<file path="config.mk">
export PLATFORM = sky130hd
export DESIGN_NAME = late_capture_bank
export DESIGN_NICKNAME = d
export VERILOG_FILES = /design/src/rtl/late_capture_pkg.sv /design/src/rtl/late_capture_cell.sv /design/src/rtl/late_capture_ctl.sv /design/src/rtl/late_capture_bank.sv
export SDC_FILE = /design/constraint.sdc
export NUM_CORES = 1
export LEC_CHECK = 0
export ABC_AREA = 1
export CAP_MARGIN = 20
export CORE_MARGIN = 4
export CORE_UTILIZATION = 30
export DETAILED_ROUTE_END_ITERATION = 10
export GPL_ROUTABILITY_DRIVEN = 0
export PLACE_DENSITY = 0.65
export REMOVE_ABC_BUFFERS = 1
export SYNTH_ARGS = -nofsm -noshare
export SYNTH_HDL_FRONTEND = slang
export SYNTH_SLANG_ARGS = --single-unit
</file>
<file path="constraint.sdc">
create_clock -name clk -period 1.1 [get_ports clk]
set_input_delay 0.165 -clock clk [delete_from_list [all_inputs] [get_ports clk]]
set_output_delay 0.165 -clock clk [all_outputs]
set_load 0.01 [all_outputs]
</file>
<file path="src/rtl/late_capture_pkg.sv">
package late_capture_pkg;
  typedef enum logic {
    PH_CAPTURE = 1'b0,
    PH_RECOVER = 1'b1
  } phase_e;
endpackage

</file>
<file path="src/rtl/late_capture_cell.sv">
module late_capture_cell (
  input  logic clk,
  input  logic rst,
  input  logic hold,
  input  logic d,
  input  logic d_late,
  output logic mismatch,
  output logic q,
  output logic shadow,
  output logic err_q
);
  // Mismatch of the pair being written this edge.
  assign mismatch = d ^ d_late;

  always_ff @(posedge clk) begin
    if (rst) begin
      q      <= 1'b0;
      shadow <= 1'b0;
      err_q  <= 1'b0;
    end else if (hold) begin
      // Recovery: refill main from late copy, freeze late copy.
      q     <= shadow;
      err_q <= 1'b0;
    end else begin
      q      <= d;
      shadow <= d_late;
      err_q  <= mismatch;
    end
  end
endmodule

</file>
<file path="src/rtl/late_capture_ctl.sv">
module late_capture_ctl
  import late_capture_pkg::*;
#(
  parameter int WIDTH = 64
) (
  input  logic             clk,
  input  logic             rst,
  input  logic [WIDTH-1:0] mismatch,
  input  logic [WIDTH-1:0] ambig,
  output logic             restore,
  output logic             fail
);
  phase_e phase_q;
  logic   fail_q;

  always_ff @(posedge clk) begin
    if (rst) begin
      phase_q <= PH_CAPTURE;
      fail_q  <= 1'b0;
    end else if (phase_q == PH_RECOVER) begin
      // Detection re-armed only here; errors in this cycle are dropped.
      phase_q <= PH_CAPTURE;
      fail_q  <= 1'b0;
    end else begin
      phase_q <= (|mismatch) ? PH_RECOVER : PH_CAPTURE;
      fail_q  <= |ambig;
    end
  end

  assign restore = (phase_q == PH_RECOVER);
  assign fail    = fail_q;
endmodule

</file>
<file path="src/rtl/late_capture_bank.sv">
module late_capture_bank #(
  parameter int WIDTH = 64
) (
  input  logic             clk,
  input  logic             rst,
  input  logic [WIDTH-1:0] data_in,
  input  logic [WIDTH-1:0] late_in,
  input  logic [WIDTH-1:0] ambig_in,
  output logic [WIDTH-1:0] data_out,
  output logic [WIDTH-1:0] err_bits,
  output logic             restore,
  output logic             fail
);
  logic [WIDTH-1:0] mismatch_w;
  logic [WIDTH-1:0] shadow_w;
  logic             hold_w;

  for (genvar i = 0; i < WIDTH; i++) begin : g_bit
    late_capture_cell cell_i (
      .clk      (clk),
      .rst      (rst),
      .hold     (hold_w),
      .d        (data_in[i]),
      .d_late   (late_in[i]),
      .mismatch (mismatch_w[i]),
      .q        (data_out[i]),
      .shadow   (shadow_w[i]),
      .err_q    (err_bits[i])
    );
  end

  late_capture_ctl #(.WIDTH(WIDTH)) ctl_i (
    .clk      (clk),
    .rst      (rst),
    .mismatch (mismatch_w),
    .ambig    (ambig_in),
    .restore  (hold_w),
    .fail     (fail)
  );

  assign restore = hold_w;
endmodule

</file>
* Word level (Yosys, flattened, before mapping)
Index checks and enable logic that the tools add are counted.
** Word-level totals
- Output and inout port bits :: 130
- Bits in registers :: 194
- Input bits :: 194
** Cells by class
- Reduce and logical (&&, ||, !) cells :: 3
- Muxes and demuxes :: 65
- Bitwise gates (word level) :: 64
** Operators with widths (count)
- 64-bit OR reduction :: 2
- 1-bit two-way mux :: 65
- 1-bit XOR :: 64
- 2-bit OR reduction :: 1

* Logic depth before layout (Yosys ltp)
- Word-level depth :: 3
- Depth in mapped cells :: 10

* Cells and area by module
Synthesis repeated with hierarchy kept, for this count alone.
** Second synthesis, totals
- Cell total of the unflattened synthesis :: 1217
- Area, all modules :: 8609.5 um^2
** By module, submodules not included
- late_capture_cell :: sequential area each 60.1 um^2, cells each 17, area each 126.4 um^2, times used 64
- late_capture_ctl :: sequential area each 40.0 um^2, cells each 129, area each 521.8 um^2, times used 1

* Least setup slack after synthesis
OpenSTA, ideal clock, no wires.
- Path type :: reg-to-reg
- Start :: register ctl_i.phase_q, in the netlist ctl_i.restore
- End :: register g_bit[0].cell_i.q
- Path slack :: -0.013 ns
- Period minus slack after synthesis :: 1.113 ns
- Stages on the path, launching flop included :: 6
- Required time :: 1.027 ns
- Arrival time :: 1.040 ns
- Path buffers :: 3
- Setup time :: 0.073 ns
- Path through :: dfxtp_1 -> or2_1 -> buf_2 -> buf_6 -> buf_6 -> o22ai_2
** Between the ends
- Cells in the longest elaborated chain, start to end :: 1
** RTL lines
- from (decl) :: RTL line late_capture_ctl.sv:13 : phase_e phase_q;
- from (signal assigned) :: RTL line late_capture_ctl.sv:25 : phase_q <= (|mismatch) ? PH_RECOVER : PH_CAPTURE;
- 1-bit two-way mux :: RTL line late_capture_cell.sv:20 : end else if (hold) begin
- to (signal assigned) :: RTL line late_capture_cell.sv:22 : q <= shadow;
- to (decl) :: RTL line late_capture_cell.sv:8 : output logic q,
Every way passes these cells.
A chain may end at the register's enable or synchronous reset.

==> flow_metrics.py <==
metrics = {
    "logic_synthesis": {
        "synthCells": 998,
        "yosys.cell_types.count": 17,
        "synth-seq-area-share": 0.450,
        "synth-simple-area-share": 0.135,
        "synth_mux_area_frac": 0,
        "synth_compound_gate_area_share": 0.166,
        "synth.cell_area_sq_um": 8630,
        "synth-seq-cells": 194,
        "synth_adder_area_share": 0,
        "synth-xor-area-share": 0.0203,
        "ys_warn_count": 0,
        "avgSynthCellArea_sq_um": 8.64,
        "synth_top_family_by_area": "buffers and inverters",
    },
    "outcome": {
        "status": "complete, but fails checks",
        "violations": "negative setup slack",
    },
    "sta": {
        "maxSlewHeadroom": 0.817,
        "clock.fmax_ghz": 0.840,
        "slew_violations": 0,
        "finalHoldViolCount": 0,
        "fin_ws_ps": -91.1,
        "setup_viol": 189,
        "rsz0062_at_grt": "true",
        "min_period_ps": 1190,
        "worst_pin_slew_ps": 273,
        "fin_skew_ps": 10.5,
        "min_period_over_period": 1.08,
    },
    "floorplanning": {
        "rows": 61,
        "fp.coreArea_sq_um": 28100,
        "io_pins": 324,
        "die_y_um": 178,
        "dieArea_sq_um": 31500,
        "initial_core_util": 0.307,
        "fp.dieW_um": 178,
    },
    "global_route": {
        "grt_first_pass_wirelength_um": 36100,
        "grt_antenna_before_repair": 1,
        "gr-usage-all-layers": 0.147,
        "grt_use_met3": 0.0562,
        "grt.overflow.total": 0,
        "met1_usage": 0.160,
        "gr-max-usage-layer": "met2",
        "grt_pass1_vias": 7099,
        "met2_usage": 0.269,
        "grt_max_degree": 27,
    },
    "layout": {
        "final_cell_count_no_fill": 1774,
        "layout_common_cells": "inv_1, dfxtp_1, buf_4",
        "finalInstanceArea_sq_um": 13200,
        "syn_to_final_growth_pct": 53.1,
        "post-route-util": 0.470,
        "drive_gt1_frac": 0.400,
        "num-fill-cells": 2705,
        "n_antenna_cell": 0,
        "nNetsFinal": 1577,
    },
    "clock_network": {
        "cts_buffers": 17,
        "cts_buffer_depth": 2,
        "ctsRootBufferMaster": "clkbuf_16",
        "cts_tree": "yes",
        "clkLatencyLatePin_ps": 430,
        "cts_sinks": 194,
        "path_clk_slew_ps": 80,
        "hold_buffers": 0,
        "cts.htree.levels": 4,
    },
    "setup_path": {
        "reg2reg_depth": 4,
        "rrSetupSlack_ps": -90,
        "arrival_ps": 1540,
        "required_ps": 1450,
        "cp_max_fo": 26,
        "start_kind": "flip-flop",
        "reg2reg_from": "ctl_i.restore",
        "cp-startpoint": "ctl_i.restore",
        "path_class": "flip-flop to flip-flop",
        "endpoint": "g_bit[31].cell_i.shadow",
        "endpoint_kind": "flip-flop",
        "rr_endpoint": "g_bit[31].cell_i.shadow",
    },
    "routing": {
        "ant_nets": 0,
        "drc": 0,
        "viasPerCell": 4.07,
        "drtIter0Drc": 234,
        "wl_um": 24800,
        "wl_per_cell_um": 14.0,
        "vias": 7214,
        "dr.pass1.iters": 4,
    },
    "placement": {
        "place_area_sq_um": 12700,
        "post-place-ws_ps": -738,
        "dp_cells": 1724,
        "hpwl_um": 19100,
        "port_buffers": 323,
    },
    "pwr": {
        "power_mw": 17.4,
        "powerDensity_nw_per_um2": 1320,
        "p_leak_nw": 6.50,
        "vdd_drop_max_v": 0.000801,
    },
    "min_path": {
        "hold_class": "input pin to flip-flop",
    },
    "job": {
        "maxCapViolCount": 0,
    },
}
cells by family after synthesis:
| kind of cell | count (synthesis) |
|---|---|
| AND/OR/NAND/NOR | 298 |
| XOR/XNOR | 20 |
| buffers and inverters | 357 |
| flip-flops | 194 |
| AO/OA/AOI/OAI | 129 |
stage by stage:
step | TNS (ps) | hold WS (ps)
5_1_grt | -13850 | 39.7
6_report | -8100 | 24.8
3_3_place_gp | -51780 | 464
3_5_place_dp | -53550 | 470
2_1_floorplan | -788620 | 312
4_1_cts | -7980 | 121
sequential cells by signal (all words and copies together), names as in the netlist:
register             flops
g_bit.cell_i.err_q      64
ctl_i.fail               1
g_bit.cell_i.shadow     64
ctl_i.restore            1
g_bit.cell_i.q          64
cells in the mapped netlist (all sizes together):
library cell,instances,area (sq um)
a21oi,1,5.00
nand3b,3,22.5
or2,1,6.26
dfxtp,194,3880
inv,193,724
buf,162,1240
nor4,8,50.1
nand3,1,5.00
xnor2,20,175
nand4,3,18.8
nand2,177,664
nor2,105,394
clkbuf,2,7.51
o22ai,128,1430
layout make-up:
| cell class | instances | area [sq um] | share of cell area |
|---|---|---|---|
| timing repair buffer | 530 | 4460 | 0.338 |
| sequential | 194 | 3900 | 0.295 |
| multi-input combinational | 447 | 3060 | 0.232 |
| inverter | 193 | 724 | 0.0549 |
| tap | 378 | 473 | 0.0358 |
| clock buffer | 19 | 443 | 0.0335 |
| clock inverter | 13 | 140 | 0.0106 |
routing by layer:
metal,vias to the layer above,routed length [um]
met2,243,12400
met4,0,329
met3,15,2210
li1,3730,-
met5,-,0
met1,3226,9820
report_power, final:
part | total (mW) | internal (mW) | switching (mW)
Combinational | 3.62 | 2.00 | 1.63
Sequential | 7.64 | 7.51 | 0.123
Clock | 6.16 | 3.10 | 3.07
Total | 17.4 | 12.6 | 4.82
critical path, stage by stage, from the launching register on:
cell and delay [ps]:
dfxtp_4 370, or2_4 280, buf_12 170, buf_12 160, o22ai_1 110
how the worst min path moves through the flow:
stage,start,end,slack [ps],cells after the start
2_1_floorplan,data_in[28],g_bit[28].cell_i.q,310,2
3_3_place_gp,g_bit[29].cell_i.shadow,g_bit[29].cell_i.shadow,460,2
3_5_place_dp,g_bit[29].cell_i.shadow,g_bit[29].cell_i.shadow,470,2
4_1_cts,late_in[5],g_bit[5].cell_i.shadow,120,3
5_1_grt,late_in[55],g_bit[55].cell_i.shadow,40,3
6_report,late_in[55],g_bit[55].cell_i.shadow,20,3
timing repair:
item	CTS	global route
hold endpoints to repair	0	0
resized for setup	589	80
endpoints found under the setup margin	320	207
gates cloned	0	4
buffers inserted	7	7
pin swaps	24	14
Note: power is estimated with default switching activity, not from simulation.
